--- src/rtl/rintc_pkg.sv ---
package rintc_pkg;
  localparam int unsigned SRC_N   = 32;
  localparam int unsigned LINE_N  = 4;
  localparam int unsigned CORE_N  = 4;
  localparam int unsigned WADDR_W = 6;
  localparam int unsigned DATA_W  = 32;

  // word addresses of the control registers
  localparam logic [WADDR_W-1:0] WA_EN_RD = 6'h09;
  localparam logic [WADDR_W-1:0] WA_EN_SET = 6'h0A;
  localparam logic [WADDR_W-1:0] WA_EN_CLR = 6'h0B;
  localparam logic [WADDR_W-1:0] WA_POL    = 6'h0C;
  localparam logic [WADDR_W-1:0] WA_EDGE   = 6'h0D;
  localparam logic [WADDR_W-1:0] WA_STAT   = 6'h10;
endpackage

--- src/rtl/rintc_sync.sv ---
module rintc_sync #(
  parameter int unsigned W = 32
) (
  input  logic         clk,
  input  logic         rst_n,
  input  logic [W-1:0] d,
  output logic [W-1:0] q_cur,
  output logic [W-1:0] q_prev
);
  logic [W-1:0] meta_q, cur_q, prev_q;

  always_ff @(posedge clk or negedge rst_n) begin
    if (!rst_n) begin
      meta_q <= '0;
      cur_q  <= '0;
      prev_q <= '0;
    end else begin
      meta_q <= d;
      cur_q  <= meta_q;
      prev_q <= cur_q;
    end
  end

  assign q_cur  = cur_q;
  assign q_prev = prev_q;
endmodule

--- src/rtl/rintc_pend.sv ---
module rintc_pend #(
  parameter int unsigned W = 32
) (
  input  logic         clk,
  input  logic         rst_n,
  input  logic [W-1:0] cur,
  input  logic [W-1:0] prev,
  input  logic [W-1:0] pol,
  input  logic [W-1:0] edge_mode,
  input  logic         clr_we,
  input  logic [W-1:0] clr_vec,
  output logic [W-1:0] active,
  output logic [W-1:0] lat_o
);
  logic [W-1:0] hit, lat_q, lat_d, lvl;
  logic         lat_ce;

  always_comb begin
    hit    = (cur & ~prev & pol) | (~cur & prev & ~pol);
    lat_d  = (lat_q & ~(clr_we ? clr_vec : '0)) | hit;
    lat_ce = clr_we | (|hit);
    lvl    = ~(cur ^ pol);
  end

  always_ff @(posedge clk or negedge rst_n) begin
    if (!rst_n)      lat_q <= '0;
    else if (lat_ce) lat_q <= lat_d;
  end

  assign active = (edge_mode & lat_q) | (~edge_mode & lvl);
  assign lat_o  = lat_q;
endmodule

--- src/rtl/rintc_regs.sv ---
module rintc_regs
  import rintc_pkg::*;
#(
  parameter int unsigned NSRC = 32,
  parameter int unsigned RBITS = 8,
  parameter int unsigned AW = 6,
  parameter int unsigned DW = 32,
  localparam int unsigned NBYTE = DW / 8,
  localparam int unsigned NRW = NSRC * RBITS / DW
) (
  input  logic                  clk,
  input  logic                  rst_n,
  input  logic                  bus_en,
  input  logic                  bus_we,
  input  logic [AW-1:0]         bus_addr,
  input  logic [NBYTE-1:0]      bus_be,
  input  logic [DW-1:0]         bus_wdata,
  output logic [DW-1:0]         bus_rdata,
  input  logic [NSRC-1:0]       status,
  output logic [NSRC-1:0]       en_q,
  output logic [NSRC-1:0]       pol_q,
  output logic [NSRC-1:0]       edge_q,
  output logic [NSRC*RBITS-1:0] route_q,
  output logic                  stat_clr_we,
  output logic [NSRC-1:0]       stat_clr_vec
);
  logic            wr;
  logic            en_ce, pol_ce, edge_ce;
  logic [NSRC-1:0] en_d;

  assign wr = bus_en & bus_we;

  always_comb begin
    en_ce   = wr & ((bus_addr == WA_EN_SET) | (bus_addr == WA_EN_CLR));
    pol_ce  = wr & (bus_addr == WA_POL);
    edge_ce = wr & (bus_addr == WA_EDGE);
    if (bus_addr == WA_EN_SET) en_d = en_q | bus_wdata;
    else                       en_d = en_q & ~bus_wdata;
  end

  always_ff @(posedge clk or negedge rst_n) begin
    if (!rst_n) begin
      en_q   <= '0;
      pol_q  <= '0;
      edge_q <= '0;
    end else begin
      if (en_ce)   en_q   <= en_d;
      if (pol_ce)  pol_q  <= bus_wdata;
      if (edge_ce) edge_q <= bus_wdata;
    end
  end

  for (genvar k = 0; k < NRW; k++) begin : g_rword
    for (genvar b = 0; b < NBYTE; b++) begin : g_lane
      logic ce;
      assign ce = wr & (bus_addr == AW'(k)) & bus_be[b];
      always_ff @(posedge clk or negedge rst_n) begin
        if (!rst_n)  route_q[k*DW + b*8 +: 8] <= '0;
        else if (ce) route_q[k*DW + b*8 +: 8] <= bus_wdata[b*8 +: 8];
      end
    end
  end

  assign stat_clr_we  = wr & (bus_addr == WA_STAT);
  assign stat_clr_vec = bus_wdata;

  always_comb begin
    bus_rdata = '0;
    case (bus_addr)
      WA_EN_RD: bus_rdata = en_q;
      WA_POL:   bus_rdata = pol_q;
      WA_EDGE:  bus_rdata = edge_q;
      WA_STAT:  bus_rdata = status;
      default:  bus_rdata = '0;
    endcase
    for (int k = 0; k < NRW; k++) begin
      if (bus_addr == AW'(k)) bus_rdata = route_q[k*DW +: DW];
    end
  end
endmodule

--- src/rtl/rintc_xbar.sv ---
module rintc_xbar #(
  parameter int unsigned NSRC = 32,
  parameter int unsigned NLINE = 4,
  parameter int unsigned NCORE = 4,
  localparam int unsigned RBITS = NLINE + NCORE
) (
  input  logic [NSRC-1:0]       req,
  input  logic [NSRC*RBITS-1:0] route,
  output logic [NCORE*NLINE-1:0] out
);
  for (genvar c = 0; c < NCORE; c++) begin : g_core
    for (genvar l = 0; l < NLINE; l++) begin : g_line
      logic [NSRC-1:0] sel;
      for (genvar i = 0; i < NSRC; i++) begin : g_src
        assign sel[i] = req[i] & route[i*RBITS + NCORE + l] & route[i*RBITS + c];
      end
      assign out[c*NLINE + l] = |sel;
    end
  end
endmodule

--- src/rtl/lirq_router.sv ---
module lirq_router
  import rintc_pkg::*;
#(
  parameter int unsigned NSRC = SRC_N,
  parameter int unsigned NLINE = LINE_N,
  parameter int unsigned NCORE = CORE_N,
  parameter int unsigned AW = WADDR_W,
  parameter int unsigned DW = DATA_W,
  localparam int unsigned RBITS = NLINE + NCORE,
  localparam int unsigned NOUT = NLINE * NCORE
) (
  input  logic              clk,
  input  logic              rst_n,
  input  logic [NSRC-1:0]   irq_in,
  input  logic              bus_en,
  input  logic              bus_we,
  input  logic [AW-1:0]     bus_addr,
  input  logic [DW/8-1:0]   bus_be,
  input  logic [DW-1:0]     bus_wdata,
  output logic [DW-1:0]     bus_rdata,
  output logic [NOUT-1:0]   irq_out
);
  logic                   rst_a_q, rst_q_n;
  logic [NSRC-1:0]        cur, prev, active, edge_lat, status;
  logic [NSRC-1:0]        en_q, pol_q, edge_q, clr_vec;
  logic                   clr_we;
  logic [NSRC*RBITS-1:0]  route_q;

  // reset: asserted asynchronously, released on the clock
  always_ff @(posedge clk or negedge rst_n) begin
    if (!rst_n) begin
      rst_a_q <= 1'b0;
      rst_q_n <= 1'b0;
    end else begin
      rst_a_q <= 1'b1;
      rst_q_n <= rst_a_q;
    end
  end

  rintc_sync #(.W(NSRC)) u_sync (
    .clk(clk), .rst_n(rst_q_n), .d(irq_in), .q_cur(cur), .q_prev(prev)
  );

  rintc_pend #(.W(NSRC)) u_pend (
    .clk(clk), .rst_n(rst_q_n), .cur(cur), .prev(prev), .pol(pol_q),
    .edge_mode(edge_q), .clr_we(clr_we), .clr_vec(clr_vec),
    .active(active), .lat_o(edge_lat)
  );

  assign status = active & en_q;

  rintc_regs #(.NSRC(NSRC), .RBITS(RBITS), .AW(AW), .DW(DW)) u_regs (
    .clk(clk), .rst_n(rst_q_n), .bus_en(bus_en), .bus_we(bus_we),
    .bus_addr(bus_addr), .bus_be(bus_be), .bus_wdata(bus_wdata),
    .bus_rdata(bus_rdata), .status(status), .en_q(en_q), .pol_q(pol_q),
    .edge_q(edge_q), .route_q(route_q), .stat_clr_we(clr_we),
    .stat_clr_vec(clr_vec)
  );

  rintc_xbar #(.NSRC(NSRC), .NLINE(NLINE), .NCORE(NCORE)) u_xbar (
    .req(status), .route(route_q), .out(irq_out)
  );
endmodule

--- config.mk ---
export PLATFORM = sky130hd
export DESIGN_NAME = lirq_router
export DESIGN_NICKNAME = d
export VERILOG_FILES = /design/src/rtl/rintc_pkg.sv /design/src/rtl/rintc_sync.sv /design/src/rtl/rintc_pend.sv /design/src/rtl/rintc_regs.sv /design/src/rtl/rintc_xbar.sv /design/src/rtl/lirq_router.sv
export SDC_FILE = /design/constraint.sdc
export NUM_CORES = 1
export LEC_CHECK = 0
export ABC_AREA = 1
export CORE_MARGIN = 5
export CORE_UTILIZATION = 45
export DETAILED_ROUTE_END_ITERATION = 10
export DONT_BUFFER_PORTS = 1
export GPL_TIMING_DRIVEN = 0
export PLACE_DENSITY = 0.65
export RECOVER_POWER = 100
export SLEW_MARGIN = 20
export SYNTH_ARGS = -nofsm -noshare
export SYNTH_HDL_FRONTEND = slang
export SYNTH_SLANG_ARGS = --single-unit
--- constraint.sdc ---
create_clock -name clk -period 16.8 [get_ports clk]
set_input_delay 5.04 -clock clk [delete_from_list [all_inputs] [get_ports clk]]
set_output_delay 5.04 -clock clk [all_outputs]
set_load 0.03 [all_outputs]
# After elaboration in Yosys (flattened, before gate mapping)
# Index checks and enable logic that the tools add are counted.
[word_totals]
elab_cells = 791
inputBits = 78
ff_bits = 482
out_inout_bits = 48
[classes]
reduce_logical = 18
mux = 11
n_eq_ne = 13
bitwise_logic = 708
[ops]
columns = ["cell", "count"]
rows = [
  ["$and A1 B1 Y1", 685],
  ["$reduce_or A32 Y1", 17],
  ["$mux W32", 10],
  ["$and A32 B32 Y32", 9],
  ["$not A32 Y32", 7],
  ["$or A32 B32 Y32", 4],
  ["$pmux W32 S4", 1],
  ["$xor A32 B32 Y32", 1],
  ["$eq A6 B4 Y1 const B", 5],
  ["$eq A6 B3 Y1 const B", 4],
  ["$eq A6 B2 Y1 const B", 2],
  ["$eq A6 B1 Y1 const B", 1],
  ["$eq A6 B5 Y1 const B", 1],
  ["$logic_not A6 Y1", 1],
  ["$or A1 B1 Y1", 2],
]

# Longest topological paths before layout
[depth]
word_depth = 14
ltp_mapped = 13
depth_no_buf = 13

# By module
# From an unflattened synthesis, not the netlist that was laid out.
[unflattened]
hier_cells = 3778
area_unflattened_um2 = 26862.0
[modules_own_cells]
columns = ["mod", "cells_per_inst", "n_inst", "seq_area_each_um2", "area_each_um2"]
rows = [
  ["rintc_regs", 2058, 1, 8808.4, 16464.5],
  ["rintc_xbar", 1042, 1, 0.0, 4984.8],
  ["rintc_pend", 515, 1, 800.8, 2716.4],
  ["rintc_sync", 96, 1, 2402.3, 2402.3],
  ["lirq_router", 67, 1, 50.0, 294.0],
]

# Least setup slack after synthesis
# No wires, ideal clock.
[synth_path]
kind = "input -> output"
start = "input port bus_addr[5]"
end = "output port bus_rdata[5]"
arrival_ns = 6.317
required_ns = 11.760
setup_slack_ns = 5.443
n_path_buf = 1
path_stages = 12
cell_sequence = "inv_1 > nand2_2 > nor2_1 > nand2_1 > buf_2 > nor2_1 > nor2_1 > nand3_1 > nor2_1 > nand3_1 > nand2_1 > nand4_1"
[synth_via]
elab_chain_cells = 10
word_cells_on_any_way = 21
classes_between = "eq/ne: 11; mux: 9; reduce/logical: 1"
[synth_lines]
columns = ["item", "line_no", "source"]
rows = [
  ["start, declared", "lirq_router.sv:17", "input logic [AW-1:0] bus_addr,"],
  ["$eq A6 B5 Y1 or $eq A6 B4 Y1 (tied branches)", "rintc_regs.sv:69", "case (bus_addr)"],
  ["$pmux W32 S4", "rintc_regs.sv:69", ""],
  ["$mux W32 (7 in series)", "rintc_regs.sv:77", "if (bus_addr == AW'(k)) bus_rdata = route_q[k*DW +: DW];"],
  ["$mux W32 (*)", "rintc_regs.sv:77", ""],
  ["end, declared", "lirq_router.sv:20", "output logic [DW-1:0] bus_rdata,"],
]
# Mark *: on every way between the ends. The rest lies on a longest branch, timed or not.

# Worst setup path in the final report
# Same ends and word-level chain as after synthesis.

==> results summary <==
The flow ran to the end, but the final reports show violations. The final reports fail on max-capacitance violations, max-slew violations. The count of final hold-check violations came out at 0. The total nets after synthesis is 3612. The total number of placement rows came out at 86.

The number of search-and-repair iterations in the first detailed-routing pass came out at 7. The hold buffer count at CTS is 0. The mean instance size in the synthesized netlist is roughly 7 um^2.

The area overhead of the layout relative to synthesis is 10.6%. The final weighted congestion in routability-driven placement came out at between 1 and 1.5. The number of different library cells used by synthesis comes to 32. Leaving out fill and tap cells, the most frequent cells in the layout are sky130_fd_sc_hd__nand2_1 (1209), sky130_fd_sc_hd__nor2_1 (535), sky130_fd_sc_hd__dfrtp_1 (482). The cell count after synthesis came out at roughly 3500. The final routed DRC violation total is 0.

The routed wire length came out at between 100000 and 150000 um. The max-capacitance violation count came out at 12. about 130 I/O pins were placed. The total clock sinks is 482. The global routing usage summed across all routing layers came out at 0.332. The tightest min-delay check is of the reg2reg type. The remaining global-route overflow came out at 0. The share of the Yosys chip area taken by registers is 0.480.

The time the worst path needs with I/O delays and setup came out at 12.94 ns. The width of the die is 246 um. The HPWL after detailed placement is 82000 um. Setup slack on the critical path of the routed design comes to 3.86 ns. After detailed routing, the number of vias per cell comes to roughly 5.5.

The count of pins over their slew limit is 460. After clock tree synthesis, the clock-pin slew on the worst setup and hold paths is about 0.050 ns. The Yosys step of the flow raised 0 warnings. The number of antenna-violating nets in the routed design is 0.

Total power for the finished layout comes to between 2 and 3 mW. The post-detailed-route wirelength per cell is about 23 um. The master cell of the clock root buffer is sky130_fd_sc_hd__clkbuf_16. The number of synthesized register bits came out at about 480. The critical path class is in2out. VDD sags by at most 0.0916 mV. Setup repair after global routing left no endpoint under its margin. The worst endpoint data arrival time came out at just under 8 ns. Post-CTS repair changed the size of 0 cells. The setup slack after placement is ~4.5 ns. The pin count of the biggest net entering global routing is 57. The worst setup path is launched from an input pin. The height of the die is approximately 250 um. The final critical-path share of the clock period is 0.771. The core outline area came out at around 55000 um^2.

For the pin with the worst max-slew slack, the measured transition is roughly 3.0 ns. The most common cell after layout, fill and taps aside is sky130_fd_sc_hd__nand2_1. The CTS buffer count came out at 52. The critical path data required time came out at roughly 12 ns. For this run, the post-layout net count is between 3000 and 4000.

In the final layout, the share of cells above drive strength 1 is 0.0338. Measured on the finished design, the core utilization comes to 0.504. The later-pin clock latency in the skew report came out at approximately 0.62 ns. The detailed router finished its first iteration with 3236 violations. The die outline area came out at 60700 um^2. For this run, the top clock speed supported by timing is a little under 80 MHz. The clock tree from TritonCTS is yes. Input and output buffers added on the ports amount to 0. Once the clock tree was built, the setup fixing pass inserted 0 buffers. The maximum count of clock buffers along a single path came out at 3. The netlist area before placement came out at 25100 um^2. Summed over all cells, the static leakage comes to between 10 and 15 nW.

The via count of the first global-routing pass is ~23000. STA classifies the critical path endpoint as a primary output. The relative slew slack is -1.01. The initial utilization of the core area, before any placement, comes to 0.455. The critical-path maximum fanout came out at 10. The number of endpoints failing setup at the final stage is 0. The global-route wire length before repair is between 100000 and 150000 um.

The power density over the cells came out at about 94 nW/um^2. The maximum level of the CTS H-tree is 2. Across the routed clock network, the largest skew measured is between 0.01 and 0.015 ns. The initial antenna violation count came out at 0. The via count of the routed design came out at ~24000. The sum of negative setup slack is 0 ns. The final hold slack is about 0.35 ns.
-- per-stage QoR --
step	cell area [um^2]	std cells
final	27800	4388
after detailed placement	26300	4291
after global placement	26100	4282
after global routing	27800	4387
after floorplan	25100	3534
after CTS	28100	4387
-- sequential cells by signal (all words and copies together), names as in the netlist, 32 cells and up, named ones only --
register / count
u_regs.edge_q: 32
u_pend.lat_o: 32
u_regs.route_q: 256
u_sync.meta_q: 32
u_sync.q_cur: 32
u_sync.q_prev: 32
u_regs.pol_q: 32
-- final cells by class --
type	instances	area [um^2]
tap	748	936
timing repair buffer	9	57.6
multi-input combinational	2563	11100
fill	5588	27400
inverter	364	1370
antenna	1	2.50
clock buffer	70	1480
buffer	125	480
sequential	482	12100
clock inverter	26	302
-- worst paths after layout --
check                                  start                  end  slack, ns  cells past startpoint
min reg2reg                u_sync.meta_q[21]     u_sync.q_cur[21]       0.35                      0
min in group asynchronous            rst_q_n   u_regs.route_q[18]       0.83                      0
min                        u_sync.meta_q[21]     u_sync.q_cur[21]       0.35                      0
max in group asynchronous            rst_q_n  u_regs.route_q[140]       5.83                      4
max                              bus_addr[5]         bus_rdata[5]       3.86                      6
max reg2reg                          rst_q_n  u_regs.route_q[140]       5.83                      4
-- routing by layer --
| layer | vias to the layer above | track usage | routed length [um] | part of all wire |
|---|---|---|---|---|
| li1 | 11400 | - | - | - |
| met3 | 182 | 0.0711 | 9690 | 0.095 |
| met1 | 11600 | 0.488 | 45300 | 0.44 |
| met4 | 0 | 0.113 | 3800 | 0.037 |
| met5 | - | 0 | 0 | 0 |
| met2 | 1113 | 0.488 | 43000 | 0.42 |
-- cells in the mapped netlist, drive strengths merged --
library cell / n / area, um^2
o22ai: 20 / 125
o21ai: 401 / 2010
o211ai: 33 / 248
conb: 1 / 3.75
nand3: 120 / 606
or2: 21 / 131
nand4: 101 / 632
o2bb2ai: 2 / 17.5
inv: 363 / 1360
nor2: 536 / 2050
nand2: 1210 / 4550
a211oi: 2 / 15.0
clkinv: 1 / 3.75
buf: 26 / 126
nor3: 9 / 71.3
clkbuf: 99 / 372
a22o: 40 / 350
dfrtp: 482 / 12100
o31ai: 9 / 67.6
nand3b: 2 / 15.0
o21a: 1 / 7.51
a21oi: 53 / 265
nor4: 2 / 42.5
-- worst max-delay path, cell delays in order --
cell                       delay, ns
sky130_fd_sc_hd__inv_1          0.06
sky130_fd_sc_hd__nand2_2        0.15
sky130_fd_sc_hd__nor3_1         1.63
sky130_fd_sc_hd__clkbuf_1       0.51
sky130_fd_sc_hd__nand2_1        0.13
sky130_fd_sc_hd__nand4_1        0.38
-- kinds of logic after synthesis --
group,count (synthesis),synth area share
other,1,0.000149
AND/OR/NAND/NOR,2001,0.322
flip-flops,482,0.480
AO/OA/AOI/OAI,561,0.123
buffers and inverters,489,0.0742
-- power by group --
part           switching, mW  leakage (nW)  internal [mW]
combinational          0.111          4.95         0.0360
sequential            0.0663          6.27           1.22
clock                  0.496         0.872          0.698
(Power assumes the default switching activity.)
